**config.mk**
```make
export PLATFORM = sky130hd
export DESIGN_NAME = dual_cmp_timer
export DESIGN_NICKNAME = d
export VERILOG_FILES = /design/src/rtl/cmp_timer_pkg.sv /design/src/rtl/cmp_regs.sv /design/src/rtl/cmp_counter.sv /design/src/rtl/cmp_channel.sv /design/src/rtl/dual_cmp_timer.sv
export SDC_FILE = /design/constraint.sdc
export NUM_CORES = 1
export LEC_CHECK = 0
export BUFFER_PORTS_ARGS = -buffer_cell sky130_fd_sc_hd__buf_2
export CORE_UTILIZATION = 50
export CTS_BUF_LIST = sky130_fd_sc_hd__clkbuf_2
export CTS_CLUSTER_DIAMETER = 150
export DETAILED_ROUTE_END_ITERATION = 12
export GPL_TIMING_DRIVEN = 0
export PLACE_DENSITY = 0.75
export REMOVE_ABC_BUFFERS = 1
export SYNTH_ARGS = -nofsm -noshare
export SYNTH_HDL_FRONTEND = slang
export SYNTH_SLANG_ARGS = --single-unit
```
**constraint.sdc**
```tcl
create_clock -name clk -period 2.1 [get_ports clk]
set_input_delay 0.105 -clock clk [delete_from_list [all_inputs] [get_ports clk]]
set_output_delay 0.105 -clock clk [all_outputs]
set_load 0.1 [all_outputs]
```
**src/rtl/cmp_timer_pkg.sv**
```systemverilog
package cmp_timer_pkg;
  localparam int AW = 3;

  localparam logic [AW-1:0] ADDR_CMP_A = 3'd0;
  localparam logic [AW-1:0] ADDR_CMP_B = 3'd1;
  localparam logic [AW-1:0] ADDR_PINS  = 3'd2;
  localparam logic [AW-1:0] ADDR_MASK  = 3'd3;
  localparam logic [AW-1:0] ADDR_CLR   = 3'd4;

  typedef enum logic [1:0] {
    PIN_OFF    = 2'b00,
    PIN_TOGGLE = 2'b01,
    PIN_LOW    = 2'b10,
    PIN_HIGH   = 2'b11
  } pin_act_e;
endpackage

```
**src/rtl/cmp_regs.sv**
```systemverilog
module cmp_regs
  import cmp_timer_pkg::*;
#(
  parameter int DW = 8
) (
  input  logic          clk,
  input  logic          rst_n,
  input  logic          wr_en,
  input  logic [AW-1:0] wr_addr,
  input  logic [DW-1:0] wr_data,
  output logic [DW-1:0] cmp_a,
  output logic [DW-1:0] cmp_b,
  output pin_act_e      act_a,
  output pin_act_e      act_b,
  output logic [2:0]    mask,
  output logic [1:0]    cmp_wr,
  output logic [2:0]    clr
);
  always_comb begin
    cmp_wr[0] = wr_en && (wr_addr == ADDR_CMP_A);
    cmp_wr[1] = wr_en && (wr_addr == ADDR_CMP_B);
    clr       = (wr_en && (wr_addr == ADDR_CLR)) ? wr_data[2:0] : 3'b000;
  end

  always_ff @(posedge clk or negedge rst_n) begin
    if (!rst_n) begin
      cmp_a <= '0;
      cmp_b <= '0;
      act_a <= PIN_OFF;
      act_b <= PIN_OFF;
      mask  <= '0;
    end else if (wr_en) begin
      case (wr_addr)
        ADDR_CMP_A: cmp_a <= wr_data;
        ADDR_CMP_B: cmp_b <= wr_data;
        ADDR_PINS: begin
          act_a <= pin_act_e'(wr_data[1:0]);
          act_b <= pin_act_e'(wr_data[3:2]);
        end
        ADDR_MASK: mask <= wr_data[2:0];
        default: ;
      endcase
    end
  end
endmodule

```
**src/rtl/cmp_counter.sv**
```systemverilog
module cmp_counter #(
  parameter int DW = 8
) (
  input  logic          clk,
  input  logic          rst_n,
  input  logic          tick,
  input  logic          top_mode,
  input  logic [DW-1:0] top_val,
  output logic [DW-1:0] cnt,
  output logic          wrap
);
  localparam logic [DW-1:0] CNT_MAX = '1;

  logic at_top;

  always_comb begin
    wrap   = tick && (cnt == CNT_MAX);
    at_top = top_mode && (cnt == top_val);
  end

  always_ff @(posedge clk or negedge rst_n) begin
    if (!rst_n) cnt <= '0;
    else if (tick) cnt <= at_top ? '0 : cnt + 1'b1;
  end
endmodule

```
**src/rtl/cmp_channel.sv**
```systemverilog
module cmp_channel
  import cmp_timer_pkg::*;
#(
  parameter int DW = 8
) (
  input  logic          clk,
  input  logic          rst_n,
  input  logic          tick,
  input  logic [DW-1:0] cnt,
  input  logic [DW-1:0] cmp,
  input  logic          cmp_wr,
  input  pin_act_e      act,
  input  logic          clr,
  input  logic          irq_en,
  output logic          pin,
  output logic          flag,
  output logic          irq
);
  logic hit;
  logic pin_q;

  assign hit = tick && (cnt == cmp) && !cmp_wr;

  always_ff @(posedge clk or negedge rst_n) begin
    if (!rst_n) begin
      flag  <= 1'b0;
      pin_q <= 1'b0;
    end else begin
      flag <= (flag && !clr) || hit;
      if (hit) begin
        case (act)
          PIN_TOGGLE: pin_q <= !pin_q;
          PIN_LOW:    pin_q <= 1'b0;
          PIN_HIGH:   pin_q <= 1'b1;
          default:    pin_q <= pin_q;
        endcase
      end
    end
  end

  assign pin = pin_q && (act != PIN_OFF);
  assign irq = flag && irq_en;
endmodule

```
**src/rtl/dual_cmp_timer.sv**
```systemverilog
module dual_cmp_timer
  import cmp_timer_pkg::*;
#(
  parameter int DW = 8
) (
  input  logic          clk,
  input  logic          rst_n,
  input  logic          cnt_en,
  input  logic          top_from_a,
  input  logic          wr_en,
  input  logic [AW-1:0] wr_addr,
  input  logic [DW-1:0] wr_data,
  output logic          pin_a,
  output logic          pin_b,
  output logic [2:0]    flags,
  output logic          irq_a,
  output logic          irq_b,
  output logic          irq_ovf
);
  localparam int NCH = 2;

  logic [DW-1:0] cnt_val;
  logic [DW-1:0] cmp_a_val;
  logic [DW-1:0] cmp_b_val;
  logic          wrap;
  logic          ovf_q;
  pin_act_e      act_a;
  pin_act_e      act_b;
  logic [2:0]    mask;
  logic [1:0]    cmp_wr;
  logic [2:0]    clr;

  logic [DW-1:0] cmp_arr [NCH];
  pin_act_e      act_arr [NCH];
  logic [NCH-1:0] pin_w, flag_w, irq_w;

  cmp_regs #(.DW(DW)) u_regs (
    .clk(clk), .rst_n(rst_n), .wr_en(wr_en), .wr_addr(wr_addr), .wr_data(wr_data),
    .cmp_a(cmp_a_val), .cmp_b(cmp_b_val), .act_a(act_a), .act_b(act_b),
    .mask(mask), .cmp_wr(cmp_wr), .clr(clr)
  );

  cmp_counter #(.DW(DW)) u_cnt (
    .clk(clk), .rst_n(rst_n), .tick(cnt_en), .top_mode(top_from_a),
    .top_val(cmp_a_val), .cnt(cnt_val), .wrap(wrap)
  );

  assign cmp_arr[0] = cmp_a_val;
  assign cmp_arr[1] = cmp_b_val;
  assign act_arr[0] = act_a;
  assign act_arr[1] = act_b;

  for (genvar i = 0; i < NCH; i++) begin : g_ch
    cmp_channel #(.DW(DW)) u_ch (
      .clk(clk), .rst_n(rst_n), .tick(cnt_en), .cnt(cnt_val),
      .cmp(cmp_arr[i]), .cmp_wr(cmp_wr[i]), .act(act_arr[i]),
      .clr(clr[i]), .irq_en(mask[i]),
      .pin(pin_w[i]), .flag(flag_w[i]), .irq(irq_w[i])
    );
  end

  always_ff @(posedge clk or negedge rst_n) begin
    if (!rst_n) ovf_q <= 1'b0;
    else        ovf_q <= (ovf_q && !clr[2]) || wrap;
  end

  assign pin_a   = pin_w[0];
  assign pin_b   = pin_w[1];
  assign flags   = {ovf_q, flag_w};
  assign irq_a   = irq_w[0];
  assign irq_b   = irq_w[1];
  assign irq_ovf = ovf_q && mask[2];
endmodule

```
### Word-level counts from Yosys, hierarchy flattened

Index checks and enable logic that the tools add are counted.

| operators by class | value |
|---|---|
| add/subtract/negate cells | 1 |
| equal/unequal tests | 13 |
| reductions and logical operators | 38 |
| muxes and demuxes | 4 |

Operator list:

| kind | count |
|---|---|
| logical AND 1 bit | 17 |
| equality test 8 bit | 2 |
| AND reduction 2 bit | 6 |
| adder 8 x 1 -> 8 bit, second input constant | 1 |
| equality test 2 bit, second input constant | 4 |
| equality test 8 bit, second input constant | 1 |
| 2-to-1 mux 8 bit | 1 |
| logical NOT 1 bit | 7 |
| equality test 3 x 2 -> 1 bit, second input constant | 2 |
| one-hot mux 1 bit (3 select lines) | 2 |
| nonzero test 3 bit | 2 |
| equality test 2 x 1 -> 1 bit, second input constant | 2 |
| nonzero test 2 bit | 2 |
| equality test 3 x 1 -> 1 bit, second input constant | 1 |
| equality test 3 bit, second input constant | 1 |
| logical NOT 3 bit | 1 |
| logical OR 1 bit | 3 |
| 2-to-1 mux 3 bit | 1 |

| word-level totals | value |
|---|---|
| output and inout port bits | 8 |
| word-level logic and storage cells | 67 |
| bits of input ports | 16 |
| bits in registers | 36 |

### Depth between registers and ports, before layout

Gate-level depths: netlist of run 1.

| depth | value |
|---|---|
| depth after elaboration | 6 |
| mapped depth | 5 |
| gate-level depth less buffers | 5 |

### Cells and area by module

From an unflattened synthesis of run 1, not the netlist that was laid out.

| unflattened totals | value |
|---|---|
| cell total of the unflattened synthesis | 167 |
| area total of the unflattened synthesis | 2060.7 µm² |

Modules (own cells, without submodules):

| module | sequential area each (µm²) | cells each | times used | area each (µm²) |
|---|---|---|---|---|
| cmp_regs | 575.6 | 55 | 1 | 928.4 |
| cmp_counter | 200.2 | 55 | 1 | 596.8 |
| cmp_channel | 50.0 | 26 | 2 | 242.7 |
| dual_cmp_timer | 25.0 | 5 | 1 | 50.0 |

### Worst setup path before layout of run 1

OpenSTA, ideal clock, no wires.

| timing | value |
|---|---|
| path type | flip-flop to output port |
| start | register u_regs.act_a[0] |
| end | output port pin_a |
| path buffers | 0 |
| cell stages (with the launch flop) | 3 |
| required time | 1.995 ns |
| setup slack | 0.250 ns |
| arrival time | 1.745 ns |
| path through | dfrtp_1 nor2_1 nor2b_1 |

| on the way | value |
|---|---|
| word-level cells in the longest chain between the ends | 2 |

RTL lines:

| item | RTL line | RTL |
|---|---|---|
| start, declared | cmp_regs.sv:13 | `output pin_act_e act_a,` |
| start signal, assigned | cmp_regs.sv:37 | `act_a <= pin_act_e'(wr_data[1:0]);` |
| nonzero test 2 bit | cmp_channel.sv:41 | `assign pin = pin_q && (act != PIN_OFF);` |
| logical AND 1 bit | cmp_channel.sv:41 |  |
| end, declared | dual_cmp_timer.sv:13 | `output logic pin_a,` |

No other way between the ends.

### Worst setup path after layout of run 1

| timing | value |
|---|---|
| start | register u_cnt.cnt[5] |
| end | register g_ch[1].u_ch.pin_q |

| on the way | value |
|---|---|
| word-level cells in the longest chain between the ends | 4 |

RTL lines:

| item | RTL line | RTL |
|---|---|---|
| start, declared | cmp_counter.sv:9 | `output logic [DW-1:0] cnt,` |
| start signal, assigned | cmp_counter.sv:23 | `else if (tick) cnt <= at_top ? '0 : cnt + 1'b1;` |
| equality test 8 bit | cmp_channel.sv:22 | `assign hit = tick && (cnt == cmp) && !cmp_wr;` |
| logical AND 1 bit (2 in series) | cmp_channel.sv:22 |  |
| AND reduction 2 bit (no line) | -- |  |
| end signal, assigned | cmp_channel.sv:32 | `PIN_TOGGLE: pin_q <= !pin_q;` |
| end signal, assigned | cmp_channel.sv:35 | `default: pin_q <= pin_q;` |
| end, declared | cmp_channel.sv:20 | `logic pin_q;` |

No other way between the ends.
A chain may end at the register's enable or synchronous reset.

==> qor.txt, run 1 <==
EDFF count, synth -> 0
diode count -> 0
sequential fraction of the synthesis area -> 0.4997
Cell Pwr Density -> 1088 nW/µm²
CTS tree -> yes
top cell type's share of synthesized area -> 0.4997
critical path arrival -> 2170 ps
Design Area, Final -> 2096 µm²
Seq cells post-synth -> 36
die area -> 3850 µm²
Vias -> 1,396
Final Wtd Congestion -> 0.8698
Final period util -> 0.8683
final hold violations -> 0
Slowest-stage cell, CP -> or4_1
Cell Rows -> 21
global route hottest layer -> met2
hold slack -> 40.32 ps
synth unique cells -> 36
via-per-instance ratio -> 5.432
share of layout cells above drive strength 1 -> 0.1991
CP cell instances -> xor2_1 > or4_1 > or3_1 > o211ai_1
Clk pin slew, worst setup/hold paths -> 210 ps
Max-Cap Viols -> 0
Post-DP Area -> 1943 µm²
Crit Path Max Fanout -> 4
pre-CTS setup slack -> 244.9 ps
Worst slew margin -> 0.1888
PortBufs -> 23
Avg Cell Area, Syn -> 10.07 µm²
Ports -> 24
Post-Synthesis Cells -> 179
root buffer cell -> clkbuf_2
Ys Warns -> 0
first-pass GRT wire length -> 5.761 mm
GR Layer Usage met3 -> 0.04348
fin. max-slew vios -> 0
required time worst endpoint -> 2450 ps
R2R Path Start -> u_cnt.cnt[5]
element type at the critical path end -> register
Peak VDD IR -> 503.3 µV
largest net degree at the start of global routing -> 37
top cells by area, synth -> dfrtp_1, nand2_1, mux2_2
# DRC -> 0
Total Routing Usage GR -> 0.2215
Core ar. -> 3390 µm²
Leak Pwr -> 0.0009432 µW
Post-Syn Area -> 1803 µm²
met2 GRT Util -> 0.3784
Initial Util -> 0.5319
FILL cells -> 290
Worst-Margin Slew -> 1214 ps
total global routing overflow -> 0
htree depth -> 2
fmax -> 548.4 MHz
post-CTS sizing -> 0
worst min-delay path startpoint -> cnt_en
Worst Setup SP -> u_cnt.cnt[5]
Largest stage delay, worst path -> 590 ps
Syn-to-layout area delta -> 16.24%
async set or reset register ratio after synthesis -> 1.000
Min-Delay Path Class -> input pin to register
Initial DRC Count -> 51
Die W -> 62.05 µm
clock skew -> 38.09 ps
critical path type -> register to register
Clock Latency Late Sink -> 410 ps
Total Nets Final -> 227
Worst Setup Start Kind -> register
Die H -> 62.05 µm
via count of the first global-routing pass -> 1,256
Yosys top cell by area -> dfrtp_1
final wirelength -> 3.875 mm
clk sinks -> 36
ANT nets after route -> 0
Wirelength per Cell -> 15.08 µm
Primary FF master, synth -> dfrtp_1
met1 usage -> 0.2658
unrepaired setup endpoints after global routing -> false
antenna violations before repair -> 0
final number of setup-violating endpoints -> 0
fin crit period -> 1823 ps
first-pass iteration count of the detailed router -> 4
Clock Path Buffers -> 2
final worst slack -> 276.5 ps
# hold bufs at CTS -> 9
# Post-CTS Setup Buffers -> 0
status -> completed
DP Wirelength -> 2.840 mm
CTS buffer count -> 5
[placed cells by master, fill, tap and decap left out, drive strengths merged, types with 5 or more instances in the layout]
| cell | Yosys | layout |
|---|---|---|
| mux2 | 15 | 15 |
| xor2 | 6 | 6 |
| nand2 | 43 | 43 |
| clkbuf | 5 | 5 |
| xnor2 | 14 | 14 |
| nand4 | 5 | 5 |
| nand3 | 5 | 5 |
| dlygate4sd3 | 0 | 9 |
| dfrtp | 36 | 36 |
| buf | 4 | 24 |
| nor2 | 8 | 8 |
[through the flow]
stage	TNS [ps]	util	total power [µW]	instances
floorplan	0	-	1648	170
CTS	0	0.6183	2292	257
detailed placement	0	0.5733	1859	240
global route	0	0.6183	2408	257
global placement	-1911	0.5692	1806	239
finish	0	0.6183	2281	257
[cell families after synthesis]
group                      after synthesis  share of synthesized area
and+or+nand+nor                         82                     0.2172
DFF                                     36                     0.4997
xor gates and xnor gates                20                    0.09716
muxes                                   15                    0.09368
AOI/OAI and AO/OA                       13                    0.05343
buffers and inverters                   12                    0.03192
adders and majority gates                1                   0.006939
[power breakdown]
group	switching, µW	internal [µW]	leakage, µW	total, µW
clock	234	194	0.0000380	428
sequential	185	848	0.000437	1030
combinational	535	285	0.000468	820
[synthesized netlist by cell type, drive strengths merged, types with 3 or more instances]
cell,count
and2,3
buf,4
clkbuf,5
dfrtp,36
inv,3
mux2,15
nand2,43
nand3,5
nand4,5
nor2,8
nor2b,3
xnor2,14
xor2,6
[flip-flops by register name, indices dropped and copies added (netlist names)]
name and flops:
g_ch.u_ch.flag 2, g_ch.u_ch.pin_q 2, ovf_q 1, u_cnt.cnt 8, u_regs.act_a 2, u_regs.act_b 2, u_regs.cmp_a 8, u_regs.cmp_b 8
u_regs.mask 3
[worst max-delay path, delay by kind of cell (launching register included)]
| kind | cells | cell delay (ps) |
|---|---|---|
| AOI/OAI and AO/OA | 1 | 190 |
| xor gates and xnor gates | 1 | 180 |
| DFF | 1 | 480 |
| and+or+nand+nor | 2 | 960 |
[metal layers]
layer	share of wire	up-vias
met5	0	-
met4	0.016	0
met2	0.53	23
met3	0.027	7
li1	-	671
met1	0.43	695
[final timing paths]
| check | endpoint | slack (ps) | cells past startpoint |
|---|---|---|---|
| setup / recovery | g_ch[1].u_ch.pin_q | 280 | 4 |
| hold / removal | u_cnt.cnt[1] | 40 | 2 |
| setup reg to reg | g_ch[1].u_ch.pin_q | 280 | 4 |
| hold reg to reg | g_ch[0].u_ch.flag | 510 | 2 |
| max in group asynchronous | u_regs.cmp_b[4] | 1290 | 2 |
| min in group asynchronous | u_regs.mask[1] | 280 | 2 |
[layout make-up]
| class | instances | area (µm²) | area share |
|---|---|---|---|
| clock buffer | 5 | 25.02 | 0.01194 |
| clock inverter | 3 | 37.54 | 0.01791 |
| inverter | 3 | 11.26 | 0.005373 |
| multi-input combinational | 131 | 850.8 | 0.4060 |
| sequential | 36 | 900.9 | 0.4299 |
| tap | 46 | 57.56 | 0.02746 |
| timing repair buffer | 33 | 212.7 | 0.1015 |
Note: power is estimated with default switching activity, not from simulation.
==> run 2: changes to the inputs <==
- MAX_ROUTING_LAYER: default -> met4
==> qor.txt, run 2 (synthesis results as in run 1) <==
status -> completed
Syn-to-layout area delta -> 16.24%
clock skew -> 39.55 ps
root buffer cell -> clkbuf_2
Min-Delay Path Class -> input pin to register
largest registers -> u_cnt.cnt: 8 flops, u_regs.cmp_a: 8 flops, u_regs.cmp_b: 8 flops
hold path depth -> 2
Wirelength per Cell -> 15.09 µm
Worst Setup SP -> u_cnt.cnt[5]
DP Wirelength -> 2.840 mm
Peak VDD IR -> 502.2 µV
element type at the critical path end -> register
# DRC -> 0
ANT nets after route -> 0
critical path arrival -> 2170 ps
Core ar. -> 3390 µm²
Worst slew margin -> 0.1887
clk sinks -> 36
RR Endpoint -> g_ch[1].u_ch.pin_q
Worst Setup Start Kind -> register
Cell Pwr Density -> 1089 nW/µm²
Final Wtd Congestion -> 0.8840
Die H -> 62.05 µm
fin. max-slew vios -> 0
Largest stage delay, worst path -> 590 ps
Ports -> 24
Crit Path Max Fanout -> 4
Initial DRC Count -> 50
Vias -> 1,398
CTS tree -> yes
CP cell instances -> xor2_1 > or4_1 > or3_1 > o211ai_1
largest net degree at the start of global routing -> 37
# Post-CTS Setup Buffers -> 0
fin crit period -> 1822 ps
post-CTS sizing -> 0
via count of the first global-routing pass -> 1,260
worst min-delay path startpoint -> cnt_en
Final period util -> 0.8675
required time worst endpoint -> 2450 ps
most common cell after layout, fill and taps aside -> nand2_1
Leak Pwr -> 0.0009432 µW
share of layout cells above drive strength 1 -> 0.1991
Clk pin slew, worst setup/hold paths -> 220 ps
final number of setup-violating endpoints -> 0
CTS buffer count -> 5
fmax -> 548.9 MHz
first-pass iteration count of the detailed router -> 4
unrepaired setup endpoints after global routing -> false
most frequent cells in the layout -> nand2_1, dfrtp_1, buf_2
Clock Path Buffers -> 2
hold slack -> 40.33 ps
final hold violations -> 0
Total Nets Final -> 227
Worst-Margin Slew -> 1214 ps
first-pass GRT wire length -> 5.761 mm
Hold Path End -> u_cnt.cnt[1]
final wirelength -> 3.879 mm
Clock Latency Late Sink -> 410 ps
setup TNS -> 0 ps
Total Routing Usage GR -> 0.2285
R2R depth -> 4
Slowest-stage cell, CP -> or4_1
antenna violations before repair -> 0
PortBufs -> 23
via-per-instance ratio -> 5.440
critical path type -> register to register
# hold bufs at CTS -> 9
htree depth -> 2
Die W -> 62.05 µm
total global routing overflow -> 0
R2R Setup Slk -> 280 ps
die area -> 3850 µm²
Cell Rows -> 21
Initial Util -> 0.5319
R2R Path Start -> u_cnt.cnt[5]
diode count -> 0
Max-Cap Viols -> 0
[run 2: cell counts in the layout (fill, tap and decap cells not counted)]
Identical to the previous run, type by type.
[run 2: layout make-up]
type | count | area [µm²]
clock buffer | 5 | 25.02
clock inverter | 3 | 37.54
fill | 290 | 1294
inverter | 3 | 11.26
multi-input combinational | 131 | 850.8
sequential | 36 | 900.9
tap | 46 | 57.56
timing repair buffer | 33 | 212.7
[run 2: critical path, delay by kind of cell, from the launching register on]
family,cells,cell delay [ps]
AOI/OAI and AO/OA,1,190
DFF,1,480
xor gates and xnor gates,1,180
and+or+nand+nor,2,960
[run 2: worst max path at each step]
stage               cells after the start            endpoint  slack, ps
global route                            4  g_ch[0].u_ch.pin_q        150
floorplan                               1             irq_ovf        210
CTS                                     4  g_ch[1].u_ch.pin_q        250
detailed placement                      4  g_ch[1].u_ch.pin_q        240
finish                                  4  g_ch[1].u_ch.pin_q        280
global placement                        5  g_ch[1].u_ch.pin_q       -340
[run 2: through the flow]
step | worst slack, ps | total power (µW) | cells | utilization | instance area (µm²)
floorplan | 214.0 | 1648 | 170 | - | 1757
global placement | -339.3 | 1806 | 239 | 0.5692 | 1929
detailed placement | 244.9 | 1859 | 240 | 0.5733 | 1943
CTS | 248.6 | 2292 | 257 | 0.6183 | 2096
global route | 148.9 | 2408 | 257 | 0.6183 | 2096
finish | 278.2 | 2281 | 257 | 0.6183 | 2096
[run 2: metal layers]
layer | share of wire | GRT usage
met5 | 0 | -
met3 | 0.026 | 0.04348
met2 | 0.53 | 0.3784
met1 | 0.43 | 0.2658
met4 | 0.016 | 0.1111
[run 2: where the power goes]
part | internal [µW] | leakage [µW] | switching (µW)
registers | 848 | 0.000437 | 185
logic | 285 | 0.000468 | 535
clock network | 194 | 0.0000380 | 234
==> run 3: changes to the inputs <==
- ABC_AREA: default -> 1
- PLACE_DENSITY: 0.75 -> 0.74
- SKIP_LAST_GASP: default -> 1
==> qor.txt, run 3 <==
CP most frequent cell -> nand2_1
critical path arrival -> 2280 ps
first-pass iteration count of the detailed router -> 4
Wirelength per Cell -> 11.06 µm
Worst-Margin Slew -> 818.9 ps
Worst Setup Start Kind -> register
Post-DP Area -> 2037 µm²
CTS tree -> yes
top cells by area, synth -> dfrtp_1, nand2_1, inv_1
Clock Path Buffers -> 2
Leak Pwr -> 0.001263 µW
Post-Synthesis Cells -> 262
count leader, synth -> nand2_1
Total Routing Usage GR -> 0.2206
Min-Delay Path Class -> input pin to register
final number of setup-violating endpoints -> 0
Largest stage delay, worst path -> 560 ps
Die H -> 63.80 µm
share of layout cells above drive strength 1 -> 0.1467
most frequent cells in the layout -> nand2_1, inv_1, dfrtp_1
Core ar. -> 3661 µm²
Worst Setup SP -> u_cnt.cnt[0]
first-pass GRT wire length -> 6.624 mm
R2R Path Start -> u_cnt.cnt[0]
die area -> 4070 µm²
setup TNS -> 0 ps
Ys Warns -> 0
Die W -> 63.80 µm
Yosys top cell by area -> dfrtp_1
Clk pin slew, worst setup/hold paths -> 200 ps
required time worst endpoint -> 2410 ps
Initial DRC Count -> 106
largest net degree at the start of global routing -> 37
FILL cells -> 355
Final period util -> 0.9361
Cell Pwr Density -> 1105 nW/µm²
clock skew -> 14.84 ps
Slowest-stage cell, CP -> dlygate4sd3_1
EDFF count, synth -> 0
root buffer cell -> clkbuf_2
ANT nets after route -> 0
Total Nets Final -> 316
R2R depth -> 10
R2R Setup Slk -> 130 ps
unrepaired setup endpoints after global routing -> false
Seq cells post-synth -> 36
Avg Cell Area, Syn -> 7.288 µm²
Primary FF master, synth -> dfrtp_1
diode count -> 0
synth unique cells -> 21
# DRC -> 0
Vias -> 1,644
largest registers -> u_cnt.cnt: 8 flops, u_regs.cmp_a: 8 flops, u_regs.cmp_b: 8 flops
Peak VDD IR -> 681.5 µV
via count of the first global-routing pass -> 1,539
htree depth -> 2
DP Wirelength -> 2.733 mm
clk sinks -> 36
Commonest cells post-synth -> nand2_1, inv_1, dfrtp_1
fin. max-slew vios -> 0
sequential fraction of the synthesis area -> 0.4718
Syn-to-layout area delta -> 17.43%
Post-Syn Area -> 1909 µm²
top cell type's share of synthesized area -> 0.4718
CP cell instances -> inv_1 > nand2_1 > nand2_1 > nor2_1 > nand2_1 > nor2_4 > nand2_1 > nand3_1 > dlygate4sd3_1 > nand2_1
CTS buffer count -> 5
final hold violations -> 0
Worst slew margin -> 0.4541
total global routing overflow -> 0
fmax -> 508.7 MHz
Design Area, Final -> 2242 µm²
PortBufs -> 23
via-per-instance ratio -> 4.724
status -> completed
antenna violations before repair -> 0
async set or reset register ratio after synthesis -> 1.000
RR Endpoint -> u_cnt.cnt[0]
element type at the critical path end -> register
Crit Path Max Fanout -> 6
Initial Util -> 0.5215
critical path type -> register to register
Ports -> 24
most common cell after layout, fill and taps aside -> nand2_1
fin crit period -> 1966 ps
Final Wtd Congestion -> 0.8102
Clock Latency Late Sink -> 400 ps
CP Capture Point -> u_cnt.cnt[0]
Cell Rows -> 22
Max-Cap Viols -> 0
final wirelength -> 3.849 mm
==> run 3: cell count changes in the layout (fill, tap and decap cells not counted), sizes merged, moves of 5 or more <==
cell   delta
inv      +44
mux2     -14
nand2    +55
nand3     +5
nor2     +13
o21ai    +22
xnor2    -14
==> run 3: through the flow <==
step           utilization  power (µW)  hold slack, ps  worst slack [ps]  std cells
2_1_floorplan            -        1786          -190.6             346.3        255
3_3_place_gp        0.5564        1968           246.2             625.3        326
3_5_place_dp        0.5564        1994           248.2             605.9        326
4_1_cts             0.6049        2457           10.07             163.8        345
5_1_grt             0.6124        2663           74.37             14.18        348
6_report            0.6124        2477           81.29             134.3        348
==> run 3: cell families after synthesis <==
group	count (synthesis)	synth area share
simple gates	137	0.3027
compound gates	29	0.07733
fa+ha+maj	1	0.006552
mux	1	0.005897
flops	36	0.4718
buf+inv	54	0.1173
xor+xnor	4	0.01835
==> run 3: area by class of cell <==
cell class / instances / area (µm²) / area share
flip-flops and latches: 36 / 903.4 / 0.4029
multi-input cells: 172 / 784.5 / 0.3499
repair buffers: 37 / 250.2 / 0.1116
inverters: 47 / 176.4 / 0.07868
well taps: 48 / 60.06 / 0.02679
clock inverters: 3 / 42.54 / 0.01897
clock buffers: 5 / 25.02 / 0.01116
==> run 3: worst min-delay path by stage <==
stage	start	endpoint	cells after the start
after floorplan	rst_n	g_ch[0].u_ch.flag	0
after global placement	rst_n	u_regs.cmp_a[1]	1
after detailed placement	rst_n	u_regs.cmp_a[1]	1
after CTS	top_from_a	u_cnt.cnt[1]	4
after global routing	wr_addr[1]	u_regs.cmp_a[3]	4
final	wr_addr[1]	u_regs.cmp_a[5]	4
==> run 3: critical path, delay by kind of cell (launching register included) <==
| family | cells | cell delay [ps] |
|---|---|---|
| flip-flops | 1 | 500 |
| AND/OR/NAND/NOR | 8 | 730 |
| buffers and inverters | 2 | 670 |
==> run 3: what timing repair did <==
| item | CTS | global route |
|---|---|---|
| setup buffers | 0 | 2 |
| hold endpoints to repair | 53 | 2 |
| resized for setup | 0 | 2 |
| setup endpoints to repair | 0 | 1 |
| hold buffers | 11 | 1 |
==> run 3: power by group <==
| group | total, µW | leakage [µW] | internal [µW] | switching [µW] |
|---|---|---|---|---|
| clock | 449 | 0.0000390 | 199 | 250 |
| sequential | 1060 | 0.000437 | 879 | 177 |
| combinational | 972 | 0.000787 | 304 | 668 |
| total | 2480 | 0.00126 | 1380 | 1100 |
==> run 3: metal layers <==
layer	GRT usage	part of all wire	vias to the layer above
met4	0.06818	0.015	0
met2	0.3524	0.45	25
li1	-	-	868
met3	0.04286	0.028	5
met1	0.2832	0.50	746
met5	-	0	-
